<file path="src/rtl/fgc_pkg.sv">
package fgc_pkg;
  localparam int NSRC = 8;
  localparam int SELW = $clog2(NSRC);
  localparam int NIN  = 3;
  localparam int NDIR = 4;
  localparam int RTW  = NIN * SELW + NDIR;

  typedef enum logic [1:0] {
    FM_TABLE = 2'd0,
    FM_MUX   = 2'd1,
    FM_CONST = 2'd2,
    FM_PASS  = 2'd3
  } fmode_e;

  typedef struct packed {
    logic       inv;
    logic       reg_en;
    logic [3:0] ctl;
    fmode_e     mode;
  } fn_t;
endpackage

</file>
<file path="src/rtl/fgc_input_router.sv">
module fgc_input_router #(
  parameter int NSRC = 8,
  parameter int NIN  = 3,
  localparam int SELW = $clog2(NSRC)
) (
  input  logic [NSRC-1:0]     src,
  input  logic [NIN*SELW-1:0] sel,
  output logic [NIN-1:0]      pick
);
  for (genvar i = 0; i < NIN; i++) begin : g_in
    assign pick[i] = src[sel[i*SELW +: SELW]];
  end
endmodule

</file>
<file path="src/rtl/fgc_func_core.sv">
module fgc_func_core
  import fgc_pkg::*;
(
  input  fn_t        fn,
  input  logic [2:0] in,
  output logic       core
);
  always_comb begin
    unique case (fn.mode)
      FM_TABLE: core = fn.ctl[{in[1], in[0]}];
      FM_MUX:   core = in[2] ? (in[1] ^ fn.ctl[1]) : (in[0] ^ fn.ctl[0]);
      FM_CONST: core = fn.ctl[0];
      FM_PASS:  core = in[0] ^ fn.ctl[0];
      default:  core = 1'b0;
    endcase
  end
endmodule

</file>
<file path="src/rtl/fgc_cell_reg.sv">
module fgc_cell_reg (
  input  logic clk,
  input  logic clr_n,
  input  logic cap_en,
  input  logic cap_d,
  input  logic host_wr,
  input  logic host_d,
  output logic q
);
  always_ff @(posedge clk or negedge clr_n) begin
    if (!clr_n)       q <= 1'b0;
    else if (host_wr) q <= host_d;
    else if (cap_en)  q <= cap_d;
  end
endmodule

</file>
<file path="src/rtl/fg_logic_cell.sv">
module fg_logic_cell
  import fgc_pkg::*;
(
  input  logic            clk,
  input  logic            clr_n,
  input  logic [NSRC-1:0] src_in,
  input  logic            cfg_wr,
  input  logic            cfg_sel,
  input  logic [RTW-1:0]  cfg_wdata,
  input  logic            reg_wr,
  input  logic            reg_wdata,
  output logic            reg_rdata,
  output logic            cell_out,
  output logic [NDIR-1:0] dir_out
);
  localparam int SELBITS = NIN * SELW;

  fn_t            fn_q;
  logic [RTW-1:0] rt_q;
  logic [NIN-1:0] picked;
  logic           core_v;
  logic           ff_q;

  always_ff @(posedge clk or negedge clr_n) begin
    if (!clr_n) begin
      fn_q <= '0;
      rt_q <= '0;
    end else if (cfg_wr) begin
      if (cfg_sel) rt_q <= cfg_wdata;
      else         fn_q <= fn_t'(cfg_wdata[7:0]);
    end
  end

  fgc_input_router #(.NSRC(NSRC), .NIN(NIN)) u_router (
    .src  (src_in),
    .sel  (rt_q[SELBITS-1:0]),
    .pick (picked)
  );

  fgc_func_core u_core (
    .fn   (fn_q),
    .in   (picked),
    .core (core_v)
  );

  fgc_cell_reg u_ff (
    .clk     (clk),
    .clr_n   (clr_n),
    .cap_en  (fn_q.reg_en),
    .cap_d   (core_v),
    .host_wr (reg_wr),
    .host_d  (reg_wdata),
    .q       (ff_q)
  );

  assign reg_rdata = ff_q;
  assign cell_out  = (fn_q.reg_en ? ff_q : core_v) ^ fn_q.inv;

  for (genvar d = 0; d < NDIR; d++) begin : g_dir
    assign dir_out[d] = rt_q[SELBITS + d] & cell_out;
  end
endmodule

</file>
<file path="config.mk">
export PLATFORM = sky130hd
export DESIGN_NAME = fg_logic_cell
export DESIGN_NICKNAME = d
export VERILOG_FILES = /design/src/rtl/fgc_pkg.sv /design/src/rtl/fgc_input_router.sv /design/src/rtl/fgc_func_core.sv /design/src/rtl/fgc_cell_reg.sv /design/src/rtl/fg_logic_cell.sv
export SDC_FILE = /design/constraint.sdc
export NUM_CORES = 1
export LEC_CHECK = 0
export BUFFER_PORTS_ARGS = -buffer_cell sky130_fd_sc_hd__buf_2
export CAP_MARGIN = 15
export CELL_PAD_IN_SITES_DETAIL_PLACEMENT = 0
export CELL_PAD_IN_SITES_GLOBAL_PLACEMENT = 1
export CORE_ASPECT_RATIO = 1.2
export CORE_UTILIZATION = 40
export DETAILED_ROUTE_END_ITERATION = 6
export PLACE_DENSITY_LB_ADDON = 0.15
export SLEW_MARGIN = 30
export SYNTH_ARGS = -nofsm -noshare
export SYNTH_HDL_FRONTEND = slang
export SYNTH_SLANG_ARGS = --single-unit
</file>
<file path="constraint.sdc">
create_clock -name clk -period 3.1 [get_ports clk]
set_input_delay 0.62 -clock clk [delete_from_list [all_inputs] [get_ports clk]]
set_output_delay 0.62 -clock clk [all_outputs]
set_load 0.1 [all_outputs]
</file>
# Word-level counts from Yosys, hierarchy flattened
# Index checks and enable logic that the tools add are counted.
# op_classes
order_cmp	4
eq_ne	3
muxes	13
n_bitwise	8
reduce_logical	4
# op_table
op	n
$lt 3x4->1 const B	3
$bmux 1 s3	3
$mux 1	8
$and 1x1->1	4
$eq 2x2->1 const B	2
$pmux 1 s4	1
$reduce_and 2->1	2
$lt 2x3->1 const B	1
$xor 1x1->1	3
$bmux 1 s2	1
$eq 2x1->1 const B	1
$logic_not 2->1	1
$reduce_bool 2->1	1
$not 1->1	1
# word_totals
reg_bits	22
inputBits	27
out_inout_bits	6
elab_cells	38

# Depth between registers and ports, before layout
# depth
ltp_word	8
mapped_depth	8
depth_no_buf	7

# Hierarchy
# From an unflattened synthesis, not the netlist that was laid out.
# hier_totals
cells_unflattened	85
area_unflattened_um2	1306.3
# modules_own_cells
module	instances	cells_per_inst	area_per_inst_um2	seq_area_each_um2
fg_logic_cell	1	61	979.7	525.5
fgc_input_router	1	9	191.4	0.0
fgc_func_core	1	11	91.3	0.0
fgc_cell_reg	1	4	43.8	25.0

# Worst setup path after synthesis
# OpenSTA, ideal clock, no wires.
# synth_timing
path_type	input to output
start	in src_in[7]
end	out dir_out[0]
t_arrival_ns	3.189
t_required_ns	2.480
path_slack_ns	-0.709
path_stages	7
n_path_buf	0
cell_sequence	mux4_2 > mux2_2 > a2111oi_0 > a31o_1 > or3_4 > o311a_4 > and2_1
# synth_via
elab_chain_len	8
word_cells_on_any_way	15
cone_classes	mux (11); bitwise (4)
# synth_rtl
item	line	rtl
from (decl)	fg_logic_cell.sv:6	input logic [NSRC-1:0] src_in,
$bmux 1 s3	fgc_input_router.sv:11	assign pick[i] = src[sel[i*SELW +: SELW]];
$mux 1 (not written as such)	fgc_input_router.sv:11	
$bmux 1 s2, or another cell as far along	fgc_func_core.sv:10	FM_TABLE: core = fn.ctl[{in[1], in[0]}];
$mux 1, on equally long branches	fgc_func_core.sv:10, fgc_func_core.sv:11	
$pmux 1 s4 *	fgc_func_core.sv:9	unique case (fn.mode)
$mux 1 *	fg_logic_cell.sv:57	assign cell_out = (fn_q.reg_en ? ff_q : core_v) ^ fn_q.inv;
$xor 1x1->1 *	fg_logic_cell.sv:57	
net cell_out	fg_logic_cell.sv:13	output logic cell_out,
$and 1x1->1 *	fg_logic_cell.sv:60	assign dir_out[d] = rt_q[SELBITS + d] & cell_out;
to (decl)	fg_logic_cell.sv:14	output logic [NDIR-1:0] dir_out
# Mark *: on every way through the listed nets, which the timed path passes. The rest lies on a longest branch. The select of a mux whose other input is x is not followed.

# Worst setup path in the final report
# layout_timing
start	reg rt_q[0]
end	out dir_out[0]
# layout_via
elab_chain_len	8
word_cells_on_any_way	10
cone_classes	mux (7); bitwise (3)
# layout_rtl
item	line	rtl
from (decl)	fg_logic_cell.sv:19	logic [RTW-1:0] rt_q;
from (signal assigned)	fg_logic_cell.sv:29	if (cfg_sel) rt_q <= cfg_wdata;
$bmux 1 s3 *	fgc_input_router.sv:11	
$mux 1 (not written as such) *	fgc_input_router.sv:11	
$bmux 1 s2 / $xor 1x1->1 (equally long branches)	fgc_func_core.sv:10, fgc_func_core.sv:11, fgc_func_core.sv:13	
$mux 1, on equally long branches	fgc_func_core.sv:10, fgc_func_core.sv:11	
$pmux 1 s4 *	fgc_func_core.sv:9	
$mux 1 *	fg_logic_cell.sv:57	
$xor 1x1->1 *	fg_logic_cell.sv:57	
$and 1x1->1 *	fg_logic_cell.sv:60	
# Mark *: on every way between the ends. The rest lies on a longest branch, timed or not. The select of a mux whose other input is x is not followed.

==> run metrics <==
status complete, but fails checks; failing checks setup timing; FF+latch count, synth 22; dpl ws -217 ps; critical path's slowest cell mux4_2; worst path cell trace mux2i_1 -> mux4_2 -> a31o_1 -> or3_4 -> o311a_4 -> and2_4 -> buf_12; ANT cells 0; design area roughly 0.0016 mm^2; CTS tree yes; combinational share of power 0.503; internal power 0.000640 W; clock input transition at the sequential cells of the worst setup and hold paths 120 ps; initial antenna violation count 0; Async S/R FF share, synth 1.00; Synth top area share 0.440; share of cells above drive strength 1 0.529; CTS Buf Count 3; Sequential Power Share 0.350; most common cell after layout, fill and taps aside buf_2; measured slew at the worst slew-check pin 814 ps; Tmin final 3410 ps; Die X between 50 and 60 um; drc violations 0; sequential area share after synthesis 0.440; worst-case reg-to-reg path depth 6; R2R Path Start rt_q[0]; Die Y-Extent 63.3 um; Final period util 1.10; Max H-tree Level 1; port bufs 32; RSZ-0062 raised after global routing yes; worst vdd ir 0.000397 V; Post-synth top flop dfrtp_1; CP endpoint kind primary output; synthesized area 0.00125 mm^2; Mapped Cells about 100; Initial DRC Count 31; CP max FO 5; most frequent cells in the layout buf_2, dfrtp_1, mux2_2; Post-Syn Nets 131; R2R Setup Slk approximately 760 ps; DRT Pass-1 Iters 4; Synth area leaders dfrtp_1, mux2_2, mux2i_1; synth warn 0; global-route usage over all layers 0.175; die area 0.00336 mm^2; Vias/cell 5.32; Fmax 293 MHz; global route overflow 0; FF-to-FF End u_ff.q; Clock Sinks 22; final worst slack -313 ps; Power Dens Cells approximately 670 mW/mm^2; Worst Setup Path Type flop to primary output; post-route antenna net violation count 0; vias in the first global route a little over 900; clock root buffer clkbuf_4; number of max-cap violations 0; slew margin rel. 0.456; fin util 0.551; post-DP HPWL 1940 um; Initial Util 0.433; Sw Pwr 0.000420 W; Final Hold Fails 0; switch share 0.396; WP data required between 2000 and 2500 ps; Post-synth EDFFs 0; Clock Latency Late Sink 300 ps; Pwr Total 0.00106 W; Finish-stage setup viols 5; routed vias 915; WL/cell 14.5 um; CP peak stage delay ~560 ps; post-synthesis cell type count 31; Final Skew 1.92 ps; LEAKAGE 0.734 nW; final net count 166; first-pass GRT wire length 4280 um; CP arrival about 2800 ps; post-placement cell area 0.00155 mm^2; Longest Clk Path Bufs 2; row cnt 21; Core Area 0.00289 mm^2; synthesis-to-finish area growth 27.2%; mean post-synth cell area 12.0 um^2; largest net degree at the start of global routing 23; clock power share 0.147; area leader, netlist dfrtp_1; max-slew violation count 0; Setup crit start kind flop; IO Count 33; Hold Worst Slack around 260 ps; worst hold path type primary input to asynchronous set/reset pin; Final Routed Wirelength 2490 um; RePlAce Congestion 0.714
-- timing repair --
action | CTS | global route
pin swaps | 0 | 1
hold buffers | 0 | 0
setup endpoints to repair | 5 | 5
gates resized for setup | 1 | 1
buffers inserted | 0 | 1
-- per-stage QoR --
step | std cells | setup TNS, ps
after global placement | 167 | -969
after CTS | 171 | -1670
after floorplan | 104 | -727
final | 172 | -1480
after detailed placement | 167 | -1070
after global routing | 172 | -2070
-- sequential cells by signal, indices dropped and copies added (netlist names) --
| signal | flops |
|---|---|
| rt_q | 13 |
| fn_q | 8 |
| u_ff.q | 1 |
-- how the worst max path moves through the flow --
| stage | from | slack (ps) | endpoint |
|---|---|---|---|
| finish | rt_q[0] | -310 | dir_out[0] |
| floorplan | src_in[5] | -180 | dir_out[0] |
| CTS | rt_q[0] | -340 | dir_out[3] |
| global placement | src_in[5] | -200 | dir_out[3] |
| global route | rt_q[0] | -420 | dir_out[2] |
| detailed placement | src_in[5] | -220 | dir_out[2] |
-- critical path: cells and delay by family (launching register included) --
kind / cells / cell delay [ps]
compound gates: 2 / 600
buf+inv: 1 / 160
flops: 1 / 480
mux: 2 / 690
simple gates: 2 / 560
-- cells by family after synthesis --
family,share of synthesized area
AO/OA/AOI/OAI,0.0969
buffers and inverters,0.0280
AND/OR/NAND/NOR,0.122
flip-flops,0.440
multiplexers,0.314
-- Yosys cell counts (3+ instances only) --
library cell and n:
dfrtp_1 22, o21ai_0 4, mux2i_1 10, mux2_2 20, and2_1 5, mux4_2 3
nor2_1 4, nand2_1 6, nor2b_1 4, nand3_1 3, inv_1 3
-- area by class of cell --
class                      instances  area [um^2]
sequential                        22          553
inverter                           3         11.3
tap                               34         42.5
multi-input combinational         75          699
timing repair buffer              34          250
fill                             259         1300
clock buffer                       4         36.3
-- routing by layer --
metal  up-vias  part of all wire  track usage
li1        446                 -            -
met1       449              0.42        0.220
met2        18              0.54        0.291
met3         2             0.033       0.0314
met4         0            0.0068       0.0658
met5         -                 0            0
-- power by group through the flow --
stage,sequential (W),combinational (W),clock [W]
floorplan,0.000376,0.000367,0
global placement,0.000374,0.000526,0
detailed placement,0.000376,0.000531,0
CTS,0.000371,0.000533,0.000162
global route,0.000379,0.000562,0.000172
finish,0.000371,0.000533,0.000156
Power figures use the tool's default switching activity.
